**src/rtl/ctl_rx_pkg.sv**
```systemverilog
package ctl_rx_pkg;
  typedef enum logic [2:0] {
    RX_LOCK  = 3'd0,
    RX_IDLE  = 3'd1,
    RX_START = 3'd2,
    RX_DATA  = 3'd3,
    RX_STOP  = 3'd4
  } rx_state_e;

  typedef enum logic [1:0] {
    CORNER_FLOAT  = 2'd0,
    CORNER_NORMAL = 2'd1,
    CORNER_HIGH   = 2'd2,
    CORNER_VHIGH  = 2'd3
  } corner_e;

  localparam int TAG_BITS = 2;
  localparam int NUM_REGS = 2 ** TAG_BITS;
  localparam int MODE_TAG = 0;
  localparam int EXCL_A   = 3;
  localparam int EXCL_B   = 5;
endpackage

```
**src/rtl/ctl_rx_slot.sv**
```systemverilog
module ctl_rx_slot #(
  parameter int FRAME_CLKS = 32,
  parameter int SLOT_POS   = 5
) (
  input  logic clk,
  input  logic rst_n,
  input  logic frm_start,
  input  logic wdat,
  output logic slot_bit
);
  localparam int POS_W = $clog2(FRAME_CLKS);

  logic [POS_W-1:0] pos_q, pos_d, pos_now;
  logic             bit_q, bit_d;

  always_comb begin
    pos_now = frm_start ? '0 : pos_q;
    pos_d   = (pos_now == POS_W'(FRAME_CLKS - 1)) ? '0 : pos_now + 1'b1;
    bit_d   = (pos_now == POS_W'(SLOT_POS)) ? wdat : bit_q;
  end

  always_ff @(posedge clk or negedge rst_n) begin
    if (!rst_n) begin
      pos_q <= '0;
      bit_q <= 1'b1;
    end else begin
      pos_q <= pos_d;
      bit_q <= bit_d;
    end
  end

  assign slot_bit = bit_q;
endmodule

```
**src/rtl/ctl_rx_frame.sv**
```systemverilog
module ctl_rx_frame
  import ctl_rx_pkg::*;
#(
  parameter int BIT_CLKS  = 32,
  parameter int INIT_BITS = 10,
  parameter int DATA_BITS = 8
) (
  input  logic                 clk,
  input  logic                 rst_n,
  input  logic                 line_i,
  output logic                 byte_vld,
  output logic [DATA_BITS-1:0] byte_o
);
  localparam int HALF      = BIT_CLKS / 2;
  localparam int INIT_CLKS = INIT_BITS * BIT_CLKS;
  localparam int CNT_W     = $clog2(BIT_CLKS + 1);
  localparam int RUN_W     = $clog2(INIT_CLKS);
  localparam int IDX_W     = $clog2(DATA_BITS);

  rx_state_e            state_q, state_d;
  logic [CNT_W-1:0]     cnt_q, cnt_d;
  logic [RUN_W-1:0]     run_q, run_d;
  logic [IDX_W-1:0]     idx_q, idx_d;
  logic [DATA_BITS-1:0] shf_q, shf_d;
  logic [DATA_BITS-1:0] out_q, out_d;
  logic                 vld_q, vld_d;
  logic                 line_q;
  logic                 sample;

  always_comb begin
    state_d = state_q;
    cnt_d   = cnt_q;
    run_d   = run_q;
    idx_d   = idx_q;
    shf_d   = shf_q;
    out_d   = out_q;
    vld_d   = 1'b0;
    sample  = (state_q == RX_START) ? (cnt_q == CNT_W'(HALF))
                                    : (cnt_q == CNT_W'(BIT_CLKS));
    unique case (state_q)
      RX_LOCK: begin
        if (!line_i) begin
          run_d = '0;
        end else if (run_q == RUN_W'(INIT_CLKS - 1)) begin
          run_d   = '0;
          state_d = RX_IDLE;
        end else begin
          run_d = run_q + 1'b1;
        end
      end
      RX_IDLE: begin
        if (!line_i && line_q) begin
          state_d = RX_START;
          cnt_d   = CNT_W'(1);
        end
      end
      RX_START: begin
        cnt_d = cnt_q + 1'b1;
        if (sample) begin
          if (line_i) begin
            state_d = RX_IDLE;
          end else begin
            state_d = RX_DATA;
            cnt_d   = CNT_W'(1);
            idx_d   = '0;
          end
        end
      end
      RX_DATA: begin
        cnt_d = cnt_q + 1'b1;
        if (sample) begin
          shf_d = {line_i, shf_q[DATA_BITS-1:1]};
          cnt_d = CNT_W'(1);
          if (idx_q == IDX_W'(DATA_BITS - 1)) state_d = RX_STOP;
          else                                idx_d   = idx_q + 1'b1;
        end
      end
      RX_STOP: begin
        cnt_d = cnt_q + 1'b1;
        if (sample) begin
          if (line_i) begin
            vld_d   = 1'b1;
            out_d   = shf_q;
            state_d = RX_IDLE;
          end else begin
            run_d   = '0;
            state_d = RX_LOCK;
          end
        end
      end
      default: state_d = RX_LOCK;
    endcase
  end

  always_ff @(posedge clk or negedge rst_n) begin
    if (!rst_n) begin
      state_q <= RX_LOCK;
      cnt_q   <= '0;
      run_q   <= '0;
      idx_q   <= '0;
      shf_q   <= '0;
      out_q   <= '0;
      vld_q   <= 1'b0;
      line_q  <= 1'b1;
    end else begin
      state_q <= state_d;
      cnt_q   <= cnt_d;
      run_q   <= run_d;
      idx_q   <= idx_d;
      shf_q   <= shf_d;
      out_q   <= out_d;
      vld_q   <= vld_d;
      line_q  <= line_i;
    end
  end

  assign byte_vld = vld_q;
  assign byte_o   = out_q;
endmodule

```
**src/rtl/ctl_rx_regs.sv**
```systemverilog
module ctl_rx_regs
  import ctl_rx_pkg::*;
#(
  parameter int DATA_BITS = 8,
  localparam int VAL_W    = DATA_BITS - TAG_BITS
) (
  input  logic                            clk,
  input  logic                            rst_n,
  input  logic                            byte_vld,
  input  logic [DATA_BITS-1:0]            byte_i,
  output logic [NUM_REGS-1:0][VAL_W-1:0]  cfg_q,
  output logic                            err_q
);
  logic [TAG_BITS-1:0] tag;
  logic [VAL_W-1:0]    val;
  logic                clash;
  logic [NUM_REGS-1:0] wr_en;
  logic                err_d;

  always_comb begin
    tag   = byte_i[TAG_BITS-1:0];
    val   = byte_i[DATA_BITS-1:TAG_BITS];
    clash = (tag == TAG_BITS'(MODE_TAG)) && val[EXCL_A] && val[EXCL_B];
    err_d = err_q;
    if (byte_vld && (tag == TAG_BITS'(MODE_TAG))) err_d = clash;
  end

  for (genvar g = 0; g < NUM_REGS; g++) begin : g_reg
    assign wr_en[g] = byte_vld && (tag == TAG_BITS'(g)) && !((g == MODE_TAG) && clash);

    always_ff @(posedge clk or negedge rst_n) begin
      if (!rst_n)        cfg_q[g] <= '0;
      else if (wr_en[g]) cfg_q[g] <= val;
    end
  end

  always_ff @(posedge clk or negedge rst_n) begin
    if (!rst_n) err_q <= 1'b0;
    else        err_q <= err_d;
  end
endmodule

```
**src/rtl/ctl_serial_rx.sv**
```systemverilog
module ctl_serial_rx
  import ctl_rx_pkg::*;
#(
  parameter int BIT_CLKS  = 32,
  parameter int INIT_BITS = 10,
  parameter int DATA_BITS = 8,
  parameter int SLOT_POS  = 5,
  localparam int VAL_W    = DATA_BITS - TAG_BITS
) (
  input  logic             clk,
  input  logic             rst_n,
  input  logic             ctl_line,
  input  logic             src_shared,
  input  logic             wdat,
  input  logic             frm_start,
  output logic [VAL_W-1:0] cfg_mode,
  output logic [VAL_W-1:0] cfg_det,
  output logic [VAL_W-1:0] cfg_gain,
  output logic [VAL_W-1:0] cfg_bias,
  output logic             acc_sel,
  output logic [1:0]       corner,
  output logic             err_conflict
);
  logic                           slot_bit;
  logic                           rx_line;
  logic                           byte_vld;
  logic [DATA_BITS-1:0]           rx_byte;
  logic [NUM_REGS-1:0][VAL_W-1:0] cfg;
  corner_e                        corner_sel;

  ctl_rx_slot #(.FRAME_CLKS(BIT_CLKS), .SLOT_POS(SLOT_POS)) u_slot (
    .clk(clk), .rst_n(rst_n), .frm_start(frm_start), .wdat(wdat), .slot_bit(slot_bit)
  );

  assign rx_line = src_shared ? slot_bit : ctl_line;

  ctl_rx_frame #(.BIT_CLKS(BIT_CLKS), .INIT_BITS(INIT_BITS), .DATA_BITS(DATA_BITS)) u_frame (
    .clk(clk), .rst_n(rst_n), .line_i(rx_line), .byte_vld(byte_vld), .byte_o(rx_byte)
  );

  ctl_rx_regs #(.DATA_BITS(DATA_BITS)) u_regs (
    .clk(clk), .rst_n(rst_n), .byte_vld(byte_vld), .byte_i(rx_byte),
    .cfg_q(cfg), .err_q(err_conflict)
  );

  assign cfg_mode   = cfg[0];
  assign cfg_det    = cfg[1];
  assign cfg_gain   = cfg[2];
  assign cfg_bias   = cfg[3];
  assign acc_sel    = cfg_mode[0];
  assign corner_sel = corner_e'(cfg_mode[2:1]);
  assign corner     = corner_sel;
endmodule

```
**config.mk**
```make
export PLATFORM = sky130hd
export DESIGN_NAME = ctl_serial_rx
export DESIGN_NICKNAME = d
export VERILOG_FILES = /design/src/rtl/ctl_rx_pkg.sv /design/src/rtl/ctl_rx_slot.sv /design/src/rtl/ctl_rx_frame.sv /design/src/rtl/ctl_rx_regs.sv /design/src/rtl/ctl_serial_rx.sv
export SDC_FILE = /design/constraint.sdc
export NUM_CORES = 1
export LEC_CHECK = 0
export CAP_MARGIN = 20
export CORE_ASPECT_RATIO = 0.9
export CORE_MARGIN = 2
export CORE_UTILIZATION = 55
export DETAILED_ROUTE_END_ITERATION = 7
export GPL_TIMING_DRIVEN = 0
export PLACE_DENSITY = 0.78
export SYNTH_ARGS = -nofsm -noshare
export SYNTH_HDL_FRONTEND = slang
export SYNTH_SLANG_ARGS = --single-unit
```
**constraint.sdc**
```tcl
create_clock -name clk -period 6 [get_ports clk]
set_input_delay 1.2 -clock clk [delete_from_list [all_inputs] [get_ports clk]]
set_output_delay 1.2 -clock clk [all_outputs]
set_load 0.02 [all_outputs]
```
# Word level (Yosys, flattened, before mapping)
# Index checks and enable logic that the tools add are counted.
[totals]
regBits = 70
[op_classes]
n_addsub = 4
eq_ne = 23
muxes = 32
n_reduce_logical = 21
[op_table]
columns = ["op", "n"]
rows = [
  ["two-way mux 9 bit", 4],
  ["two-way mux 3 bit", 11],
  ["two-way mux 6 bit", 4],
  ["case mux 6 bit (4 select lines)", 1],
  ["case mux 9 bit (2 select lines)", 1],
  ["case mux 3 bit (5 select lines)", 1],
  ["!= test 2 x 1 -> 1 bit, second input constant", 7],
  ["two-way mux 5 bit", 2],
  ["adder 9 x 1 -> 9 bit, second input constant", 1],
  ["equality test 9 bit, second input constant", 1],
  ["logical AND 1 bit", 8],
  ["AND reduction 7 bit", 1],
  ["adder 6 x 1 -> 6 bit, second input constant", 1],
  ["equality test 3 x 2 -> 1 bit, second input constant", 2],
  ["equality test 3 bit, second input constant", 2],
  ["equality test 6 x 5 -> 1 bit, second input constant", 1],
  ["equality test 6 bit, second input constant", 1],
  ["two-way mux 1 bit", 6],
  ["!= test 2 bit, second input constant", 3],
  ["case mux 3 bit (2 select lines)", 1],
  ["AND reduction 3 bit", 2],
  ["adder 5 x 1 -> 5 bit, second input constant", 1],
  ["equality test 5 x 3 -> 1 bit, second input constant", 1],
  ["equality test 5 bit, second input constant", 1],
  ["other kinds (12)", 16],
]

# Depth between registers and ports, before layout
# Gate-level depths: netlist (run 1).
[depth]
ltp_word = 5
depth_mapped = 7
ltp_nobuf = 7

# Cells and area by module
# From an unflattened synthesis (run 1), not the netlist that was laid out.
[hier_totals]
cells_unflattened = 281
hier_area_um2 = 3364.5
[modules_own_cells]
columns = ["module", "instances", "cells_per_inst", "area_each_um2", "seq_area_each_um2"]
rows = [
  ["ctl_rx_frame", 1, 194, 2087.0, 977.2],
  ["ctl_rx_regs", 1, 59, 972.2, 625.6],
  ["ctl_rx_slot", 1, 24, 267.8, 151.4],
  ["ctl_serial_rx", 1, 4, 37.5, 0.0],
]

# Worst setup path before layout (run 1)
# OpenSTA, ideal clock, no wires.
[synth_timing]
kind = "input port to flip-flop"
startpoint = "in src_shared"
endpoint = "reg u_frame.run_q[7]"
setup_ns = 0.122
t_arrival_ns = 2.328
slack_ns = 3.550
path_stages = 7
cell_sequence = "mux2i_2 > inv_1 > clkbuf_8 > nand2_1 > nor2_1 > a21o_1 > a32o_1"
[synth_between]
elab_chain_cells = 3
word_cells_on_any_way = 5
classes_between = "1 x eq/ne; 3 x mux; 1 x reduce/logical"
[synth_lines]
columns = ["item", "line_no", "text"]
rows = [
  ["start, declared", "ctl_serial_rx.sv:13", "input logic src_shared,"],
  ["two-way mux 1 bit *", "ctl_serial_rx.sv:35", "assign rx_line = src_shared ? slot_bit : ctl_line;"],
  ["net rx_line", "ctl_serial_rx.sv:25", "logic rx_line;"],
  ["two-way mux 9 bit / != test 2 bit (equally long branches)", "--", ""],
  ["case mux 9 bit (2 select lines) / AND reduction 3 bit (equally long branches)", "--", ""],
  ["end signal, assigned", "ctl_rx_frame.sv:108", "run_q <= run_d;"],
  ["end, declared", "ctl_rx_frame.sv:22", "logic [RUN_W-1:0] run_q, run_d;"],
]
# The timed path passes the listed nets; every way through them passes the cells marked *.
# A chain may end at the register's enable or synchronous reset.

# Worst setup path after layout (run 1)
# Ends and elaborated chain as after synthesis.

==> results of run 1 <==
==> how the worst max path moves through the flow <==
stage / startpoint / end / slack [ns] / cells after the start
global placement: rst_n / u_slot.pos_q[1] / 1.43 / 1
global route: src_shared / u_frame.run_q[7] / 3.02 / 8
detailed placement: src_shared / u_frame.run_q[7] / 2.80 / 8
CTS: src_shared / u_frame.run_q[7] / 3.17 / 8
floorplan: src_shared / u_frame.run_q[7] / 3.55 / 7
finish: src_shared / u_frame.run_q[7] / 3.14 / 8
==> cell type report <==
| class | instances | area [sq um] |
|---|---|---|
| Tap cell | 70 | 87.58 |
| Sequential cell | 70 | 1754 |
| Inverter | 10 | 37.54 |
| Timing Repair Buffer | 33 | 327.8 |
| Buffer | 8 | 78.83 |
| Clock inverter | 5 | 81.33 |
| Clock buffer | 11 | 151.4 |
| Fill cell | 410 | 1799 |
| Multi-Input combinational cell | 178 | 1408 |
==> power groups by stage <==
stage,clock network [mW],logic (mW),registers [mW]
after floorplan,0,0.163,0.536
after global placement,0,0.208,0.542
after detailed placement,0,0.216,0.542
after CTS,0.441,0.216,0.534
after global routing,0.460,0.242,0.538
final,0.429,0.215,0.534
==> sequential cells by signal, indices dropped and copies added (netlist names), 3 cells and up <==
| signal | cells |
|---|---|
| u_frame.state_q | 3 |
| u_frame.idx_q | 3 |
| u_frame.byte_o | 8 |
| u_frame.shf_q | 8 |
| u_frame.run_q | 9 |
| u_regs.cfg_q | 24 |
| u_frame.cnt_q | 6 |
| u_slot.pos_q | 5 |
==> cell usage after synthesis, drive strengths merged, types with 2 or more instances <==
cell,instances,area (sq um)
buf,5,50.05
xor2,5,43.79
nand2b,5,31.28
dfstp,2,52.55
dfrtp,68,1702
ha,8,100.1
nor3,8,51.30
a21o,3,22.52
nand4,2,27.53
and3,6,42.54
o21ai,12,60.06
a21oi,2,10.01
inv,10,37.54
a21boi,2,15.01
clkbuf,2,17.51
mux2,40,484.2
nand2,13,48.80
nor3b,2,20.02
or3b,3,31.28
o31ai,3,22.52
a31oi,6,37.54
nand3b,2,15.01
mux2i,2,23.77
nand3,8,40.04
a22o,2,17.52
nor2b,7,51.30
nor2,21,78.83
o2111ai,3,26.28
==> cells by family (layout without fill, tap and decap cells) <==
kind of cell / Yosys count / in the layout / synth area share (%)
buffers and inverters: 18 / 67 / 3.550
adder cells (fa/ha/maj): 8 / 8 / 3.054
AND/OR/NAND/NOR: 83 / 83 / 14.81
multiplexers: 42 / 42 / 15.50
flip-flops: 70 / 70 / 53.51
AO/OA/AOI/OAI: 39 / 39 / 7.978
XOR/XNOR: 6 / 6 / 1.603
==> routing by layer <==
layer | part of all wire [%] | global-route usage [%] | wire (um)
met1 | 47 | 26.81 | 2724
met2 | 47 | 29.69 | 2696
met3 | 4.6 | 6.566 | 264
met4 | 1.8 | 7.302 | 102
met5 | 0 | 0 | 0
==> through the flow <==
step                      cells  util, %
final                       385    68.58
after global routing        385    68.58
after CTS                   385    68.58
after detailed placement    369    64.51
after global placement      369    64.55
after floorplan             266        -
==> qor.yml, run 1 <==
ys_seq_elements: 70
cts_root_buffer: "clkbuf_8"
clock.fmax_ghz: 0.3500
die_y_um: 77.24
antenna_found_initial: 0
drc: 0
fin_skew_ns: 0.007412
synth_area_sq_mm: 0.003278
vias: 2156
critical_path_class: "in -> reg"
avgSynthCellArea_sq_um: 12.32
hold_buffers: 0
power.share.combinational_pct: 18.3
hold_violations: 0
reg2reg_setup_slack_ns: 3.87
finalCritPeriodShare_pct: 47.62
wl_per_cell_um: 15.03
p_sw_share_pct: 28.57
cts_tree: "done"
clock_sinks: 70
drt_iter0_drc: 107
cp_cell_sequence: "clkdlybuf4s50_1, mux2i_2, inv_1, clkbuf_8, nand2_1, nor2_1, a21o_1, a32o_1"
synth.distinct_cells: 52
hp-class: "reg -> reg"
gp_congestion: 0.8059
relSlewSlack_pct: 43.06
track_usage_pct: 19.77
synth_flop_cell: "dfrtp_1"
seqPwrFrac_pct: 45.3
h-tree-depth: 3
total_power_mw: 1.178
synth_edf_count: 0
period_minus_slack_ns: 2.857
grt-ovfl-total: 0
postCtsSetupRepairBufs: 0
synthArstFlopShare_pct: 100.0
ff2ff_path_depth: 6
die_area_sq_mm: 0.006595
start_util_pct: 57.26
post_cts_resized: 0
preCtsSetupSlack_ns: 2.803
timing.rr.start: "u_frame.state_q[0]"
min_path_cells: 1
synth_seq_area_share_pct: 53.51
grt_max_degree: 71
r2r-end: "u_frame.shf_q[2]"
dr.pass1.iters: 4
setup_ws_ns: 3.143
pwr-share-clk_pct: 36.4
dieWidth_um: 85.38
dp_hpwl_um: 4097
core-area_sq_mm: 0.005725
power.density_mw_per_mm2: 300.1
crit_family: "buffers and inverters"
ys_warn_count: 0
leakage_nw: 1.901
path_buf_inv: 3
rows: 26
drtAntennaViolNets: 0
hp-start: "u_frame.run_q[8]"
mostFrequentLayoutCells: "dfrtp_1, clkdlybuf4s50_1, mux2_2, nor2_1, nand2_1"
crit_fanout: 10
p_switching_uw: 336.6
maxCapViolations: 0
drt_wl_total_um: 5787
slowest_stage: "clkdlybuf4s50_1"
drv_slew: 0
place.port_buffers: 33
status: "finished, final reports clean"
finalSetupViolations: 0
finalSetupTns_ns: 0
clk_latency_ns: 0.34
syn_to_final_growth_pct: 19.77
min_to: "u_frame.run_q[8]"
hold_ws_ns: 0.4910
rsz0062_at_grt: "false"
startpoint_type: "input pin"
grt_first_pass_wirelength_um: 10070
final_common_cell: "dfrtp_1"
nNetsFinal: 324
arrival_ns: 3.09
syn-num-nets: 280
ios: 34
synthCells: 266
clk_path_buf_depth: 2
required_ns: 6.23
place_area_sq_mm: 0.003694
slowest_delay_ns: 0.48
p_int_uw: 841.7
n_antenna_cell: 0
final_cell_area_sq_mm: 0.003926
drive_above_1_share_pct: 24.44
grt_pass1_vias: 2089
crit_path_end_kind: "flop"
worstMarginPinSlew_ns: 0.8541
clk_pin_slew_ns: 0.07
irDropWorstVdd_v: 0.0002635
viasPerCell: 5.600
cts_inserted_buffers: 9
(Power assumes the default switching activity.)
==> run 2, diff against run 1 <==
CORE_UTILIZATION = 51   (was 55)
PLACE_DENSITY = 0.76   (was 0.78)
clock period = 2.4 ns   (was 6 ns; I/O delays follow)
==> qor.yml, run 2 (synthesis results as in run 1) <==
reg2reg_setup_slack_ns: 0.27  # -3.60 ns
top_register: "u_regs.cfg_q"
postLayoutCoreUtil_pct: 63.27  # -5.3 points
grt-ovfl-total: 0  # unchanged
startpoint_type: "input pin"
finalSetupTns_ns: 0  # unchanged
hp-class: "in -> async"
worstMarginPinSlew_ns: 0.8503  # -0.003816 ns
finalSetupViolations: 0  # unchanged
n_antenna_cell: 0  # unchanged
hold_buffers: 0  # unchanged
setup_ws_ns: 0.2379  # -2.905 ns
drt_wl_total_um: 5547  # -4.1%
required_ns: 2.63  # -3.60 ns
largest_registers: "u_regs.cfg_q: 24 flops, u_frame.run_q: 9 flops"
crit_path_end_kind: "flop"
arrival_ns: 2.40  # -0.69 ns
clk_pin_slew_ns: 0.08  # about the same
power.density_mw_per_mm2: 714.8  # +140%
core-area_sq_mm: 0.006182  # +8.0%
clock_sinks: 70  # unchanged
clock.fmax_ghz: 0.4625
maxCapViolations: 0  # unchanged
clk_latency_ns: 0.34  # about the same
mostFrequentLayoutCells: "dfrtp_1, clkdlybuf4s50_1, mux2_2, nor2_1, nand2_1"
relSlewSlack_pct: 43.32  # +0.25 points
dieWidth_um: 88.51  # +3.7%
die_y_um: 80.06  # +3.7%
irDropWorstVdd_v: 0.0006152  # +130%
drt_iter0_drc: 140  # +31%
drc: 0  # unchanged
track_usage_pct: 17.59  # -2.2 points
viasPerCell: 5.301  # -5.3%
finalCritPeriodShare_pct: 90.09
vias: 2131  # -1.2%
timing.rr.start: "u_frame.state_q[0]"
wl_per_cell_um: 13.80  # -8.2%
status: "finished, final reports clean"
startpoint: "src_shared"
dp_hpwl_um: 3934  # -4.0%
preCtsSetupSlack_ns: -0.1046  # -2.908 ns
h-tree-depth: 3  # unchanged
place.port_buffers: 33  # unchanged
start_util_pct: 53.03  # -4.2 points
ios: 34  # unchanged
cts_inserted_buffers: 9  # unchanged
crit_fanout: 10  # unchanged
cts_root_buffer: "clkbuf_8"
fill_cells: 473  # +15%
gp_congestion: 0.8018  # -0.51%
drtAntennaViolNets: 0  # unchanged
largest_register_ffs: 24  # unchanged
nNetsFinal: 324  # unchanged
total_power_mw: 2.796  # +140%
final_cell_area_sq_mm: 0.003911  # -0.38%
postCtsSetupRepairBufs: 0  # unchanged
final_common_cell: "dfrtp_1"
post_cts_resized: 0  # unchanged
grt_pass1_vias: 2045  # -2.1%
hold_violations: 0  # unchanged
die_area_sq_mm: 0.007086  # +7.5%
cts_tree: "done"
clk_path_buf_depth: 2  # unchanged
fin_skew_ns: 0.008253  # +0.0008417 ns
syn_to_final_growth_pct: 19.31
period_minus_slack_ns: 2.162
drv_slew: 0  # unchanged
critical_path_class: "in -> reg"
antenna_found_initial: 0  # unchanged
leakage_nw: 1.881  # -1.0%
drive_above_1_share_pct: 24.44  # unchanged
rsz0062_at_grt: "false"
place_area_sq_mm: 0.003715  # +0.58%
rows: 27  # +3.8%
dr.pass1.iters: 4  # unchanged
grt_first_pass_wirelength_um: 9563  # -5.0%
grt_max_degree: 71  # unchanged
[run 2: metal layers]
| layer | up-vias | routed length [um] | global-route usage (%) |
|---|---|---|---|
| met4 | 0 | 58 | 5.152 |
| met3 | 9 | 281 | 5.858 |
| li1 | 1035 | - | - |
| met1 | 1030 | 2697 | 24.98 |
| met2 | 57 | 2509 | 25.79 |
| met5 | - | 0 | 0 |
[run 2: final timing paths]
path,end,cells after the start
setup reg to reg,u_frame.shf_q[7],6
min in group clk,u_frame.run_q[8],1
setup / recovery,u_frame.run_q[7],8
hold reg to reg,u_frame.run_q[8],1
hold / removal,u_frame.run_q[6],1
max in group asynchronous,u_frame.shf_q[7],1
[run 2: cell type report]
cell class | instances | area, sq um | share of cell area (%)
Timing Repair Buffer | 33 | 327.8 | 8.381
Buffer | 8 | 78.83 | 2.015
Tap cell | 87 | 108.9 | 2.783
Clock buffer | 9 | 123.9 | 3.167
Sequential cell | 70 | 1754 | 44.85
Clock inverter | 7 | 72.57 | 1.855
Multi-Input combinational cell | 178 | 1408 | 35.99
Inverter | 10 | 37.54 | 0.9597
[run 2: through the flow]
| step | cells | hold slack [ns] |
|---|---|---|
| 5_1_grt | 402 | 0.3264 |
| 4_1_cts | 402 | 0.2777 |
| 2_1_floorplan | 266 | 0.1844 |
| 3_3_place_gp | 386 | 0.4746 |
| 6_report | 402 | 0.2480 |
| 3_5_place_dp | 386 | 0.4906 |
[run 2: worst max-delay path, stage by stage]
cell and delay, ns:
clkdlybuf4s50_1 0.49, mux2i_2 0.37, inv_1 0.11, clkbuf_8 0.19
nand2_1 0.20, nor2_1 0.17, a21o_1 0.19, a32o_1 0.19
[run 2: report_power, final]
group	total [mW]	switching [mW]	internal, mW	leakage [nW]
Clock	0.930	0.449	0.481	0.0956
Sequential	1.33	0.0710	1.26	0.958
Combinational	0.531	0.334	0.198	0.828
==> run 3, diff against run 2 <==
REMOVE_ABC_BUFFERS = 1   (was unset)
==> qor.yml, run 3 (synthesis results as in run 1) <==
reg2reg_setup_slack_ns: 0.12  # -0.15 ns
die_area_sq_mm: 0.007086  # unchanged
top_usage_layer: "met2"
path_depth: 5  # -3
drtAntennaViolNets: 0  # unchanged
cts_tree: "done"
clk_path_buf_depth: 2  # unchanged
crit_fanout: 12  # +2
rsz0062_at_grt: "false"
antenna_found_initial: 0  # unchanged
gp_congestion: 0.8361  # +4.3%
dr.pass1.iters: 4  # unchanged
setup.worst_path.end: "u_frame.shf_q[2]"
leakage_nw: 1.852  # -1.6%
cts_root_buffer: "clkbuf_8"
finalSetupTns_ns: 0  # unchanged
track_usage_pct: 17.22  # -0.37 points
arrival_ns: 2.50  # +0.10 ns
ios: 34  # unchanged
nNetsFinal: 321  # -0.93%
cts_inserted_buffers: 9  # unchanged
use_met3_pct: 5.036  # -0.82 points
n_antenna_cell: 0  # unchanged
finalSetupViolations: 0  # unchanged
hp-class: "in -> async"
ff2ff_path_depth: 5  # -1
slowest_delay_ns: 0.56  # +0.07 ns
wl_per_cell_um: 13.81  # +0.12%
grt_max_degree: 71  # unchanged
dp_hpwl_um: 3873  # -1.6%
drt_iter0_drc: 56  # -60%
syn_to_final_growth_pct: 17.82
clk_latency_ns: 0.34  # about the same
finalCritPeriodShare_pct: 94.89  # +4.8 points
fin_skew_ns: 0.007684  # -0.0005697 ns
start_util_pct: 53.03  # unchanged
hold_buffers: 0  # unchanged
vias: 2193  # +2.9%
drive_above_1_share_pct: 24.04  # -0.41 points
setup_ws_ns: 0.1227  # -0.1153 ns
period_minus_slack_ns: 2.277  # +0.1153 ns
timing.rr.start: "u_frame.state_q[2]"
largest_registers: "u_regs.cfg_q: 24 flops, u_frame.run_q: 9 flops"
maxCapViolations: 0  # unchanged
h-tree-depth: 3  # unchanged
relSlewSlack_pct: 43.81  # +0.49 points
drc: 0  # unchanged
viasPerCell: 5.496  # +3.7%
final_common_cell: "dfrtp_1"
met2_usage_pct: 29.55  # +3.8 points
crit_path_end_kind: "flop"
place.port_buffers: 33  # unchanged
power.density_mw_per_mm2: 702.0  # -1.8%
drt_wl_total_um: 5512  # -0.63%
drv_slew: 0  # unchanged
startpoint_type: "flop"
postLayoutCoreUtil_pct: 62.48  # -0.79 points
dieWidth_um: 88.51  # unchanged
final-instance-count-excl-fill: 399  # -0.75%
clock.fmax_ghz: 0.4391  # -5.1%
startpoint: "u_frame.state_q[2]"
irDropWorstVdd_v: 0.0004651  # -24%
grt_pass1_vias: 2096  # +2.5%
die_y_um: 80.06  # unchanged
hold_ws_ns: 0.2487  # +0.0007150 ns
slowest_stage: "dfrtp_1"
clock_sinks: 70  # unchanged
crit_family: "simple AND/OR/NAND/NOR gates"
r2r-end: "u_frame.shf_q[2]"
cp_cell_sequence: "nor3b_2, mux2i_1, nor2b_4, and3_4, mux2_4"
grt_first_pass_wirelength_um: 9321  # -2.5%
core-area_sq_mm: 0.006182  # unchanged
clk_pin_slew_ns: 0.07  # about the same
critical_path_class: "reg -> reg"
path_buf_inv: 0  # -3
numPlacedInstances: 378  # -2.1%
preCtsSetupSlack_ns: -0.3075  # -0.2028 ns
rows: 27  # unchanged
grt-ovfl-total: 0  # unchanged
use_met1_pct: 20.32  # -4.7 points
hold_violations: 0  # unchanged
largest_register_ffs: 24  # unchanged
status: "finished, final reports clean"
top_register: "u_regs.cfg_q"
required_ns: 2.62  # about the same
worstMarginPinSlew_ns: 0.8429  # -0.007367 ns
mostFrequentLayoutCells: "dfrtp_1, clkdlybuf4s50_1, mux2_2, nor2_1, nand2_1"
## run 3: cell count changes in the layout (fill, tap and decap cells not counted), sizes merged
cell,change
inv,-2
bufinv,-1
clkdlybuf4s15,-1
clkinv,+1
## run 3: cell type report
| cell class | instances | area, sq um |
|---|---|---|
| fillers | 500 | 2320 |
| flip-flops and latches | 70 | 1754 |
| multi-input cells | 178 | 1416 |
| repair buffers | 38 | 365.4 |
| clock buffers | 11 | 141.4 |
| well taps | 87 | 108.9 |
| inverters | 10 | 41.29 |
| clock inverters | 5 | 35.03 |
## run 3: worst min path at each step
stage | from | end | slack [ns]
after floorplan | rst_n | u_frame.byte_o[0] | 0.18
after global placement | u_frame.run_q[8] | u_frame.run_q[8] | 0.47
after detailed placement | u_frame.run_q[8] | u_frame.run_q[8] | 0.48
after CTS | rst_n | u_regs.cfg_q[8] | 0.28
after global routing | rst_n | u_regs.cfg_q[8] | 0.32
final | rst_n | u_regs.cfg_q[2] | 0.25
## run 3: per-stage QoR
stage,area (sq um),power (mW)
after floorplan,3199,1.722
after global placement,3638,1.844
after detailed placement,3636,1.860
after CTS,3812,2.696
after global routing,3862,2.872
final,3862,2.711
## run 3: power breakdown
part	total, mW	switching [mW]	leakage, nW	internal, mW
sequential	1.37	0.106	0.958	1.26
combinational	0.513	0.307	0.804	0.206
clock	0.829	0.426	0.0893	0.403
total	2.71	0.839	1.85	1.87
## run 3: timing repair
action | 4_1_cts | 5_1_grt
setup buffers | 0 | 5
gates resized for setup | 0 | 2
endpoints found under the setup margin | 0 | 6
## run 3: per-layer routing
layer | vias to the layer above | wire (um)
li1 | 1044 | -
met1 | 1082 | 2469
met2 | 58 | 2732
met3 | 9 | 218
met4 | 0 | 92
met5 | - | 0
